### src/rtl/sym_timing_ctrl.sv
module sym_timing_ctrl #(
  parameter int STEP_LIMIT = 72,
  parameter int ERR_W      = 8,
  parameter int ERR_TH     = 64,
  parameter int FREQ_W     = 12,
  parameter int DRIFT_WRAP = 1024,
  localparam int OFS_W = $clog2(STEP_LIMIT + 1) + 2
) (
  input  logic                     clk,
  input  logic                     rst_n,
  input  logic                     pkt_start,
  input  logic                     sym_valid,
  input  logic signed [ERR_W-1:0]  tim_err,
  input  logic signed [FREQ_W-1:0] freq_ofs,
  input  logic                     svc_lock,
  input  logic                     cfg_lock,
  input  logic                     lock_en,
  output logic signed [OFS_W-1:0]  step_ofs,
  output logic                     at_limit,
  output logic                     locked_mode
);

  localparam int EA_W = ((ERR_W > $clog2(ERR_TH)) ? ERR_W : $clog2(ERR_TH)) + 2;
  localparam int DA_W = ((FREQ_W > $clog2(DRIFT_WRAP)) ? FREQ_W : $clog2(DRIFT_WRAP)) + 2;
  localparam logic signed [EA_W-1:0]  TH_P  = EA_W'(ERR_TH);
  localparam logic signed [EA_W-1:0]  TH_N  = -TH_P;
  localparam logic signed [DA_W-1:0]  WR_P  = DA_W'(DRIFT_WRAP);
  localparam logic signed [DA_W-1:0]  WR_N  = -WR_P;
  localparam logic signed [OFS_W-1:0] LIM_P = OFS_W'(STEP_LIMIT);
  localparam logic signed [OFS_W-1:0] LIM_N = -LIM_P;

  logic signed [EA_W-1:0]  ea_q, ea_sum, ea_nxt;
  logic signed [DA_W-1:0]  da_q, da_sum, da_nxt;
  logic signed [1:0]       step;
  logic signed [OFS_W-1:0] ofs_try;

  assign locked_mode = lock_en & svc_lock & cfg_lock;
  assign ea_sum  = ea_q + {{(EA_W-ERR_W){tim_err[ERR_W-1]}}, tim_err};
  assign da_sum  = da_q + {{(DA_W-FREQ_W){freq_ofs[FREQ_W-1]}}, freq_ofs};
  assign ofs_try = step_ofs + {{(OFS_W-2){step[1]}}, step};
  assign at_limit = (step_ofs == LIM_P) || (step_ofs == LIM_N);

  always_comb begin
    step   = 2'sd0;
    ea_nxt = ea_q;
    da_nxt = da_q;
    if (locked_mode) begin
      if (da_sum >= WR_P) begin
        step   = 2'sd1;
        da_nxt = da_sum - WR_P;
      end else if (da_sum <= WR_N) begin
        step   = -2'sd1;
        da_nxt = da_sum + WR_P;
      end else begin
        da_nxt = da_sum;
      end
    end else begin
      if (ea_sum >= TH_P) begin
        step   = 2'sd1;
        ea_nxt = '0;
      end else if (ea_sum <= TH_N) begin
        step   = -2'sd1;
        ea_nxt = '0;
      end else begin
        ea_nxt = ea_sum;
      end
    end
  end

  always_ff @(posedge clk or negedge rst_n) begin
    if (!rst_n) begin
      ea_q     <= '0;
      da_q     <= '0;
      step_ofs <= '0;
    end else if (pkt_start) begin
      ea_q     <= '0;
      da_q     <= '0;
      step_ofs <= '0;
    end else if (sym_valid) begin
      ea_q <= ea_nxt;
      da_q <= da_nxt;
      if (ofs_try <= LIM_P && ofs_try >= LIM_N)
        step_ofs <= ofs_try;
    end
  end

  AST_CLEAR_WINS: assert property (@(posedge clk) disable iff (!rst_n)
    pkt_start |=> (step_ofs == '0) && !at_limit);
  AST_IN_RANGE: assert property (@(posedge clk) disable iff (!rst_n)
    (step_ofs <= LIM_P) && (step_ofs >= LIM_N));
  AST_IDLE_HOLD: assert property (@(posedge clk) disable iff (!rst_n)
    (!sym_valid && !pkt_start) |=> $stable(step_ofs));
  AST_ONE_STEP: assert property (@(posedge clk) disable iff (!rst_n)
    (sym_valid && !pkt_start) |=> ((step_ofs - $past(step_ofs)) <= 1) && (($past(step_ofs) - step_ofs) <= 1));
  AST_EDGE_HOLD: assert property (@(posedge clk) disable iff (!rst_n)
    (!pkt_start && step_ofs == LIM_P) |=> step_ofs >= LIM_P - 1);
  AST_DIRECT_QUIET: assert property (@(posedge clk) disable iff (!rst_n)
    (sym_valid && !pkt_start && !locked_mode && tim_err == '0 && ea_q == '0) |=> $stable(step_ofs));

endmodule

### config.mk
export PLATFORM = sky130hd
export DESIGN_NAME = sym_timing_ctrl
export DESIGN_NICKNAME = d
export VERILOG_FILES = /design/src/rtl/sym_timing_ctrl.sv
export SDC_FILE = /design/constraint.sdc
export NUM_CORES = 1
export LEC_CHECK = 0
export ABC_AREA = 1
export BUFFER_PORTS_ARGS = -buffer_cell sky130_fd_sc_hd__buf_4
export CAP_MARGIN = 20
export CORE_MARGIN = 1.5
export CORE_UTILIZATION = 56
export CTS_CLUSTER_SIZE = 28
export DETAILED_ROUTE_END_ITERATION = 6
export HOLD_SLACK_MARGIN = 0.05
export PLACE_DENSITY = 0.78
export SLEW_MARGIN = 10
export SYNTH_ARGS = -nofsm -noshare
export SYNTH_HDL_FRONTEND = slang
export SYNTH_SLANG_ARGS = --single-unit
### constraint.sdc
create_clock -name clk -period 5.8 [get_ports clk]
set_clock_uncertainty 0.1 [all_clocks]
set_input_delay 0.87 -clock clk [delete_from_list [all_inputs] [get_ports clk]]
set_output_delay 0.87 -clock clk [all_outputs]
set_load 0.01 [all_outputs]
==> results.py, run 1 <==
metrics = {
    "clocking": {
        "ctsHoldBuffers": 0,
        "post_cts_buffers": 0,
        "h-tree-depth": 2,
        "cts-resized-gates": 0,
        "clockBufferDepth": 2,
        "cts_tree": "done",
        "clkSlewWorstSetupHoldPaths_ns": 0.08,
        "clockRootBuffer": "clkbuf_8",
        "insertion_delay_ns": 0.30,
        "numCtsBuffers": 5,
        "cts_sinks": 33,
    },
    "detailed_routing": {
        "antenna_left": 0,
        "wl_per_cell_um": 13.4,
        "first_pass_iters": 5,
        "drt_iter0_drc": 180,
        "detail_route.drc_violations": 0,
        "via_per_inst": 5.51,
        "wirelength_um": 8240,
        "num_vias": 3377,
    },
    "cells_and_area": {
        "final_nets": 600,
        "finalNonFillerCells": 613,
        "syn2layout_area_growth_pct": 13.6,
        "layout-drive-gt1-share_pct": 18.0,
        "n_antenna_cell": 0,
        "layout.cells.most_common": "nand2_1",
        "final_cell_mix": "143 x nand2_1, 64 x inv_1, 55 x nand3_1",
        "fillers": 538,
    },
    "floorplan": {
        "die_h_um": 80.7,
        "core_um2": 5890,
        "row_count": 28,
        "start_util_pct": 57.4,
        "ioPinCount": 38,
        "die-area_um2": 6510,
        "die_x_um": 80.7,
    },
    "placed_design": {
        "dp_hpwl_um": 6440,
        "place_ws_ns": 0.146,
        "dp.cells": 605,
        "place_congestion": 1.03,
        "io_buffers": 37,
    },
    "critical_path": {
        "worstPathArrival_ns": 5.31,
        "worstSetupEndpointType": "flop",
        "criticalPathCategory": "input port to flop",
        "r2r_slack_ns": 0.87,
        "worst_ep_required_time_ns": 5.88,
        "path_delay_family": "simple AND/OR/NAND/NOR gates",
        "max_stage_delay_ns": 0.41,
        "startpoint_type": "input port",
        "path_max_fanout": 9,
        "critPathBufInv": 7,
        "cp_slowest_cell": "fa_1",
    },
    "logic_synthesis": {
        "seq_area_frac_synth_pct": 24.4,
        "synth_top_cell_area_share_pct": 24.4,
        "synth_nets": 561,
        "synth_warnings": 0,
        "syn_inst": 498,
        "synthesis.area_um2": 3380,
        "ys_types": 40,
        "synth_top_cells_by_area": "dfrtp_1 24%, nand2_1 16%, ha_1 12%",
        "synth_seq_cells": 33,
        "avgSynthCellArea_um2": 6.79,
        "synth_top_cell_by_area": "dfrtp_1",
    },
    "timing": {
        "setup_violations": 0,
        "max-slew-margin-rel_pct": 67.3,
        "fin_ws_ns": 0.576,
        "finalCriticalPeriod_ns": 5.22,
        "setup-tns-final_ns": 0,
        "finalCritPeriodShare_pct": 90.1,
        "worstMarginPinSlew_ns": 0.491,
        "hold_violations": 0,
        "rsz0062_at_grt": "no",
        "fmax_ghz": 0.191,
        "slew_violations": 0,
    },
    "outcome": {
        "status": "completed",
    },
    "job": {
        "cap_violations": 0,
    },
    "global_route": {
        "grt_antenna_before_repair": 0,
        "grt_start_max_net_pins": 34,
        "first_global_vias": 3207,
        "grt_overflow": 0,
        "grtUsageTotal_pct": 27.2,
        "grt_first_pass_wirelength_um": 13800,
    },
    "power_and_ir_drop": {
        "pwr-share-comb_pct": 56.1,
        "leakage_nw": 2.19,
        "clockPowerShare_pct": 17.7,
        "ir_drop_v": 0.000237,
        "p_sw_w": 0.000547,
        "seq_power_share_pct": 26.3,
        "total_power_w": 0.00116,
        "p_int_w": 0.000616,
        "p_sw_share_pct": 47.0,
        "power.density_nw_per_um2": 303,
    },
    "min_path": {
        "hold_class": "flop to flop",
    },
}
==> power by group through the flow <==
stage	sequential (W)	combinational, W	clock, W
6_report	0.000306	0.000652	0.000205
2_1_floorplan	0.000305	0.000465	0
5_1_grt	0.000309	0.000737	0.000215
4_1_cts	0.000304	0.000641	0.000207
3_5_place_dp	0.000308	0.000637	0
3_3_place_gp	0.000308	0.000618	0
==> stage by stage <==
step / util, % / instance area (µm²) / hold WS [ns]
3_3_place_gp: 63.3 / 3720 / 0.364
3_5_place_dp: 63.3 / 3720 / 0.374
6_report: 65.2 / 3840 / 0.395
4_1_cts: 65.0 / 3830 / 0.395
2_1_floorplan: - / 3380 / 0.353
5_1_grt: 65.2 / 3840 / 0.435
==> synth_stat cells <==
cell      number
buf_6          1
o31a_1         1
buf_4          1
inv_1         64
or2_2          2
and3_1         1
o311ai_1       1
a21o_1         2
xnor2_1        3
nand3_2        5
fa_1           3
o21ai_0       13
a31o_2         1
nand3b_1       5
nand4_2        1
o21ai_1        8
inv_2         10
nor2_2         3
xor2_1         9
nand2_1      143
o21bai_1       1
nand4_1        5
nand2_2       16
o22ai_1        1
nor4_1         1
nand3_1       55
nor2_4         2
a22o_1         2
nand2_4        5
a21oi_2        3
a31oi_1        1
nor2_1        30
a21boi_1       1
dfrtp_1       33
o211ai_1       2
clkbuf_1       4
a21oi_1       21
xor2_4         1
ha_1          33
nor3_1         4
==> flip-flops by register name (all words and copies together) (netlist names) <==
name	flops
da_q	14
ea_q	10
step_ofs	9
==> per-layer routing <==
layer	global-route usage (%)	part of all wire [%]	wire length (µm)
met5	0	0	0
met4	8.28	1.7	143
met3	4.32	4.4	360
met2	47.5	48	3990
met1	34.3	45	3750
==> final cells by class <==
class | count | area, µm² | area share, %
Tap cell | 75 | 93.8 | 2.45
Inverter | 74 | 278 | 7.24
Sequential cell | 33 | 826 | 21.5
Multi-Input combinational cell | 385 | 2250 | 58.7
Clock buffer | 7 | 96.3 | 2.51
Clock inverter | 1 | 5.00 | 0.130
Timing Repair Buffer | 38 | 285 | 7.43
==> worst reg2reg max path: cells and delay by family, from the launching register on <==
kind | cells | cell delay (ns)
buf+inv | 6 | 0.67
fa+ha+maj | 4 | 1.18
flops | 1 | 0.35
simple gates | 16 | 1.28
xor+xnor | 2 | 0.43
compound gates | 5 | 0.80
==> worst paths after layout <==
| path | start | end | cells after the start |
|---|---|---|---|
| max | freq_ofs[0] | step_ofs[8]$_DFFE_PN0P_ | 34 |
| min | da_q[12]$_DFFE_PN0P_ | da_q[12]$_DFFE_PN0P_ | 2 |
| max reg2reg | da_q[0]$_DFFE_PN0P_ | step_ofs[8]$_DFFE_PN0P_ | 33 |
| min reg2reg | da_q[12]$_DFFE_PN0P_ | da_q[12]$_DFFE_PN0P_ | 2 |
| max in group asynchronous | rst_n | step_ofs[7]$_DFFE_PN0P_ | 1 |
| min in group asynchronous | rst_n | da_q[10]$_DFFE_PN0P_ | 1 |
==> logic make-up (layout without fill, tap and decap cells) <==
kind of cell / Yosys count / after routing / synth area share, %
simple gates: 278 / 278 / 38.4
xor+xnor: 13 / 13 / 3.92
buf+inv: 80 / 120 / 9.22
flops: 33 / 33 / 24.4
fa+ha+maj: 36 / 36 / 14.0
compound gates: 58 / 58 / 10.0
Note: power is estimated with default switching activity, not from simulation.
==> inputs of run 2 (changes only) <==
==> constraint.sdc (replaced) <==
create_clock -name clk -period 6.55 [get_ports clk]
set_clock_uncertainty 0.1 [all_clocks]
set_input_delay 0.9825 -clock clk [delete_from_list [all_inputs] [get_ports clk]]
set_output_delay 0.9825 -clock clk [all_outputs]
set_load 0.01 [all_outputs]
==> run 2 against run 1 <==
Against the previous run:
- first-iteration DRC count grew 46%
- count of clock-buffer cells in the layout unchanged
- clock power barely moved
- wire length decreased by 1.4%
- via count is 2.4% lower
- sequential power is 12% lower
- global-route usage barely moved
- hold slack got worse by 0.0033 ns
- die area unchanged
- sequential share of layout area is essentially flat
- critical endpoint is now step_ofs[2]$_DFFE_PN0P_
- largest power group unchanged
==> results.py, run 2 (synthesis results as in run 1) <==
metrics = {
    "floorplan": {
        "ioPinCount": 38,
        "die_x_um": 80.7,
        "start_util_pct": 57.4,
        "core_um2": 5890,
        "die_h_um": 80.7,
        "row_count": 28,
        "die-area_um2": 6510,
    },
    "power_and_ir_drop": {
        "power.density_nw_per_um2": 273,
        "ir_drop_v": 0.000182,
        "leakage_nw": 2.19,
        "total_power_w": 0.00105,
    },
    "clocking": {
        "clockBufferDepth": 2,
        "insertion_delay_ns": 0.29,
        "cts_sinks": 33,
        "ctsHoldBuffers": 0,
        "numCtsBuffers": 5,
        "clockRootBuffer": "clkbuf_8",
        "cts-resized-gates": 0,
        "cts_tree": "done",
        "h-tree-depth": 2,
        "clkSlewWorstSetupHoldPaths_ns": 0.08,
        "post_cts_buffers": 0,
    },
    "cells_and_area": {
        "syn2layout_area_growth_pct": 13.4,
        "top_register": "da_q",
        "layout.cells.most_common": "nand2_1",
        "final_nets": 599,
        "layout-drive-gt1-share_pct": 17.3,
        "largest_reg_flops": 14,
        "n_antenna_cell": 0,
        "reg_top3": "da_q (14), ea_q (10), step_ofs (9)",
        "final_cell_mix": "143 x nand2_1, 64 x inv_1, 55 x nand3_1",
        "fillers": 536,
    },
    "timing": {
        "worstMarginPinSlew_ns": 0.633,
        "fin_ws_ns": 0.998,
        "hold_violations": 0,
        "slew_violations": 0,
        "fmax_ghz": 0.180,
        "setup_violations": 0,
        "rsz0062_at_grt": "no",
        "max-slew-margin-rel_pct": 57.1,
        "setup-tns-final_ns": 0,
        "finalCriticalPeriod_ns": 5.55,
        "finalCritPeriodShare_pct": 84.8,
    },
    "critical_path": {
        "max_stage_delay_ns": 0.41,
        "cp_common_cell": "inv_1",
        "startpoint_type": "input port",
        "worst_ep_required_time_ns": 6.63,
        "worstSetupEndpointType": "flop",
        "cp_slowest_cell": "fa_1",
        "path_max_fanout": 9,
        "worstPathArrival_ns": 5.63,
        "criticalPathCategory": "input port to flop",
    },
    "placed_design": {
        "dp_hpwl_um": 6340,
        "place_congestion": 1.03,
        "place_ws_ns": 0.783,
        "io_buffers": 37,
    },
    "global_route": {
        "grt_util_met3_pct": 4.55,
        "first_global_vias": 3165,
        "grt_overflow": 0,
        "grt_busiest_layer": "met2",
        "grt_start_max_net_pins": 34,
        "use_met2_pct": 48.1,
        "grtUsageTotal_pct": 27.3,
        "grt_first_pass_wirelength_um": 13900,
        "grt_antenna_before_repair": 0,
        "grtUsageMet1_pct": 34.2,
    },
    "detailed_routing": {
        "antenna_left": 0,
        "first_pass_iters": 5,
        "via_per_inst": 5.38,
        "drt_iter0_drc": 262,
        "wl_per_cell_um": 13.3,
        "wirelength_um": 8130,
        "detail_route.drc_violations": 0,
        "num_vias": 3295,
    },
    "job": {
        "cap_violations": 0,
    },
    "outcome": {
        "status": "completed",
    },
    "min_path": {
        "hold_class": "flop to flop",
    },
}
-- run 2: cell count changes in the layout (fill, tap and decap cells not counted), sizes merged --
| cell | previous run | this run |
|---|---|---|
| buf | 38 | 37 |
| clkinv | 1 | 0 |
| bufinv | 0 | 1 |
-- run 2: metal layers --
layer / wire length (µm) / share of wire [%]
met2: 3950 / 49
met3: 379 / 4.7
met1: 3680 / 45
met5: 0 / 0
met4: 112 / 1.4
-- run 2: worst paths after layout --
kind | slack (ns) | endpoint | from | cells past startpoint
max reg2reg | 1.40 | step_ofs[2]$_DFFE_PN0P_ | da_q[0]$_DFFE_PN0P_ | 32
min reg2reg | 0.39 | da_q[12]$_DFFE_PN0P_ | da_q[12]$_DFFE_PN0P_ | 2
min in group asynchronous | 0.54 | da_q[9]$_DFFE_PN0P_ | rst_n | 1
max in group asynchronous | 5.48 | step_ofs[8]$_DFFE_PN0P_ | rst_n | 1
min | 0.39 | da_q[12]$_DFFE_PN0P_ | da_q[12]$_DFFE_PN0P_ | 2
max | 1.0 | step_ofs[2]$_DFFE_PN0P_ | freq_ofs[0] | 33
-- run 2: where the power goes --
part	switching (W)	internal, W
Clock	0.0000834	0.000124
Sequential	0.0000368	0.000233
Combinational	0.000356	0.000213
-- run 2: worst max-delay path, delay by kind of cell --
kind                     cells  cell delay, ns
AND/OR/NAND/NOR             14            1.17
buffers and inverters        7            0.61
adder cells (fa/ha/maj)      5            1.45
AO/OA/AOI/OAI                5            0.87
XOR/XNOR                     2            0.52
-- run 2: cell type report --
class	instances	area, µm²	share of cell area (%)
clock buffers	7	86.3	2.25
clock inverters	1	30.0	0.783
inverters	74	278	7.25
multi-input cells	385	2240	58.5
flip-flops and latches	33	826	21.5
well taps	75	93.8	2.45
repair buffers	37	278	7.25
-- run 2: stage by stage --
| step | instances | hold WS, ns | util (%) | cell area [µm²] |
|---|---|---|---|---|
| final | 612 | 0.391 | 65.1 | 3830 |
| after CTS | 612 | 0.394 | 65.1 | 3830 |
| after global placement | 604 | 0.364 | 63.2 | 3720 |
| after global routing | 612 | 0.417 | 65.1 | 3830 |
| after detailed placement | 604 | 0.374 | 63.2 | 3720 |
| after floorplan | 498 | 0.353 | - | 3380 |
==> inputs of run 3 (changes only) <==
--- a/config.mk
+++ b/config.mk
@@ -5,7 +5,7 @@
 export SDC_FILE = /design/constraint.sdc
 export NUM_CORES = 1
 export LEC_CHECK = 0
-export ABC_AREA = 1
+export ABC_AREA = 0
 export BUFFER_PORTS_ARGS = -buffer_cell sky130_fd_sc_hd__buf_4
 export CAP_MARGIN = 20
 export CORE_MARGIN = 1.5
==> constraint.sdc (replaced) <==
create_clock -name clk -period 5.8 [get_ports clk]
set_clock_uncertainty 0.1 [all_clocks]
set_input_delay 0.87 -clock clk [delete_from_list [all_inputs] [get_ports clk]]
set_output_delay 0.87 -clock clk [all_outputs]
set_load 0.01 [all_outputs]
==> run 3 against run 2 <==
Against the previous run:
- the flow now finishes with violations (negative setup slack)
- design area grew 29%
- power shrank 7.8%
- synthesized cell count shrank 21%
- combinational power shrank 11%
- die area shrank 0.25%
- non-clock buffer count grew 90
- via count grew 17%
==> results.py, run 3 <==
metrics = {
    "clocking": {
        "clkSlewWorstSetupHoldPaths_ns": 0.08,
        "h-tree-depth": 2,
        "cts_tree": "done",
        "insertion_delay_ns": 0.30,
        "clockRootBuffer": "clkbuf_8",
        "numCtsBuffers": 5,
        "cts_sinks": 33,
        "clockBufferDepth": 2,
    },
    "logic_synthesis": {
        "synth_nets": 455,
        "synthesis.area_um2": 3370,
        "ys_types": 62,
        "async_flop_share_pct": 100,
        "seq_area_frac_synth_pct": 24.5,
        "synth_warnings": 0,
        "synth_seq_cells": 33,
        "synth_top_cells_by_area": "dfrtp_1 24%, ha_1 12%, nor3_1 3.3%",
        "synth_top_cell_area_share_pct": 24.5,
        "synth_top_cell_by_area": "dfrtp_1",
        "synthTopCellsByCount": "33 x dfrtp_1, 33 x ha_1, 26 x nand2_1, 22 x nor3_1, 20 x inv_1",
        "syn_inst": 392,
        "synth_edf_count": 0,
        "ys.flop_type": "dfrtp_1",
        "avgSynthCellArea_um2": 8.60,
    },
    "timing": {
        "worst_hold_slack_ns": 0.390,
        "slew_violations": 0,
        "max-slew-margin-rel_pct": 41.2,
        "worstMarginPinSlew_ns": 0.882,
        "fmax_ghz": 0.149,
        "fin_ws_ns": -0.917,
        "setup_violations": 9,
        "rsz0062_at_grt": "yes",
        "hold_violations": 0,
        "finalCriticalPeriod_ns": 6.72,
        "finalCritPeriodShare_pct": 116,
    },
    "cells_and_area": {
        "layout.cells.most_common": "buf_4",
        "top_register": "da_q",
        "fillers": 335,
        "syn2layout_area_growth_pct": 46.4,
        "n_antenna_cell": 0,
        "final_nets": 577,
        "multi_input_area_um2": 2820,
        "final_cell_area_um2": 4930,
        "layout-drive-gt1-share_pct": 39.8,
        "largest_reg_flops": 14,
        "seqCellArea_um2": 826,
        "reg_top3": "da_q (14), ea_q (10), step_ofs (9)",
        "finalNonFillerCells": 590,
        "final_cell_mix": "115 x buf_4, 33 x dfrtp_1, 26 x ha_1",
    },
    "critical_path": {
        "path_max_fanout": 7,
        "worstSetupEndpointType": "flop",
        "cp_slowest_cell": "or4b_4",
        "criticalPathCategory": "input port to flop",
        "path_delay_family": "simple AND/OR/NAND/NOR gates",
        "worst_ep_required_time_ns": 5.94,
        "max_stage_delay_ns": 0.53,
        "startpoint_type": "input port",
        "critPathBufInv": 4,
        "worstPathArrival_ns": 6.86,
    },
    "detailed_routing": {
        "drt_iter0_drc": 371,
        "first_pass_iters": 6,
        "via_per_inst": 6.51,
        "antenna_left": 0,
        "num_vias": 3843,
        "wl_per_cell_um": 19.2,
        "wirelength_um": 11300,
        "detail_route.drc_violations": 0,
    },
    "global_route": {
        "grt_antenna_before_repair": 0,
        "grt_busiest_layer": "met2",
        "grt_first_pass_wirelength_um": 16600,
        "first_global_vias": 3658,
        "grtUsageMet1_pct": 38.1,
        "use_met2_pct": 59.5,
        "grtUsageTotal_pct": 32.8,
        "grt_util_met3_pct": 5.57,
        "grt_overflow": 0,
        "grt_start_max_net_pins": 34,
    },
    "floorplan": {
        "start_util_pct": 57.6,
        "die-area_um2": 6490,
        "row_count": 28,
        "ioPinCount": 38,
        "die_h_um": 80.6,
        "core_um2": 5850,
        "die_x_um": 80.6,
    },
    "power_and_ir_drop": {
        "power.density_nw_per_um2": 196,
        "ir_drop_v": 0.000158,
        "leakage_nw": 2.43,
    },
    "placed_design": {
        "place_congestion": 0.925,
        "io_buffers": 37,
        "place_area_um2": 4390,
        "dp_hpwl_um": 7300,
        "dp.cells": 568,
    },
    "min_path": {
        "hold_class": "flop to flop",
    },
    "job": {
        "cap_violations": 0,
    },
    "outcome": {
        "status": "finished, violations left",
        "violations": "negative setup slack",
    },
}
[run 3: changes by cell type after synthesis, moves of 8 or more]
cell,delta
and3_1,+11
nand2_1,-117
inv_2,-10
nand2_2,-16
nor3_1,+18
or3_1,+17
inv_1,-44
a22o_1,+8
a21o_1,+10
nand3_1,-42
nor2_1,-15
[run 3: path summary, 6_finish.rpt]
check | start | endpoint | slack (ns) | depth (start not counted)
min reg2reg | da_q[11]$_DFFE_PN0P_ | da_q[11]$_DFFE_PN0P_ | 0.39 | 2
min | da_q[11]$_DFFE_PN0P_ | da_q[11]$_DFFE_PN0P_ | 0.39 | 2
min in group asynchronous | rst_n | step_ofs[8]$_DFFE_PN0P_ | 0.40 | 1
max | freq_ofs[0] | step_ofs[0]$_DFFE_PN0P_ | -0.92 | 28
max in group asynchronous | rst_n | da_q[11]$_DFFE_PN0P_ | 4.85 | 1
max reg2reg | da_q[0]$_DFFE_PN0P_ | step_ofs[0]$_DFFE_PN0P_ | -0.69 | 27
[run 3: per-stage QoR]
step	util, %	worst slack, ns	TNS (ns)	total power, W
after CTS	79.7	-0.668	-5.82	0.000883
after global routing	84.3	-1.01	-8.65	0.00101
after detailed placement	75.0	-1.06	-9.33	0.000667
after global placement	75.0	-0.927	-8.14	0.000652
after floorplan	-	-0.789	-6.99	0.000490
final	84.3	-0.917	-7.37	0.000965
[run 3: timing repair]
action | 4_1_cts | 5_1_grt
cloned | 2 | 0
resized for setup | 19 | 46
setup endpoints to repair | 9 | 9
buffers inserted | 6 | 5
hold buffers | 0 | 0
pin swaps | 16 | 30
[run 3: cell type report]
cell class,instances,area share [%]
Multi-Input combinational cell,327,57.1
Sequential cell,33,16.7
Inverter,20,1.52
Timing Repair Buffer,127,21.0
Clock buffer,5,1.39
Clock inverter,3,0.355
Tap cell,75,1.90
[run 3: routing by layer]
layer / part of all wire (%) / up-vias
li1: - / 1755
met1: 40 / 1838
met2: 51 / 193
met3: 5.6 / 57
met4: 4.1 / 0
met5: 0 / -
[run 3: kinds of logic after synthesis]
| kind of cell | Yosys count | synth area share (%) |
|---|---|---|
| xor gates and xnor gates | 19 | 4.94 |
| and+or+nand+nor | 148 | 24.5 |
| DFF | 33 | 24.5 |
| buffers and inverters | 32 | 4.12 |
| muxes | 1 | 0.297 |
| adders and majority gates | 36 | 14.0 |
| AOI/OAI and AO/OA | 123 | 27.6 |
[run 3: report_power, final]
group          switching (W)  leakage [nW]  internal (W)
logic               0.000244          1.93      0.000263
registers          0.0000247         0.457      0.000243
clock network       0.000108        0.0439     0.0000832
[run 3: worst reg2reg max path: cells and delay by family (launching register included)]
kind	cells	cell delay, ns
compound gates	4	1.02
fa+ha+maj	4	1.07
flops	1	0.40
buf+inv	3	0.31
simple gates	14	3.28
xor+xnor	1	0.17
mux	1	0.09
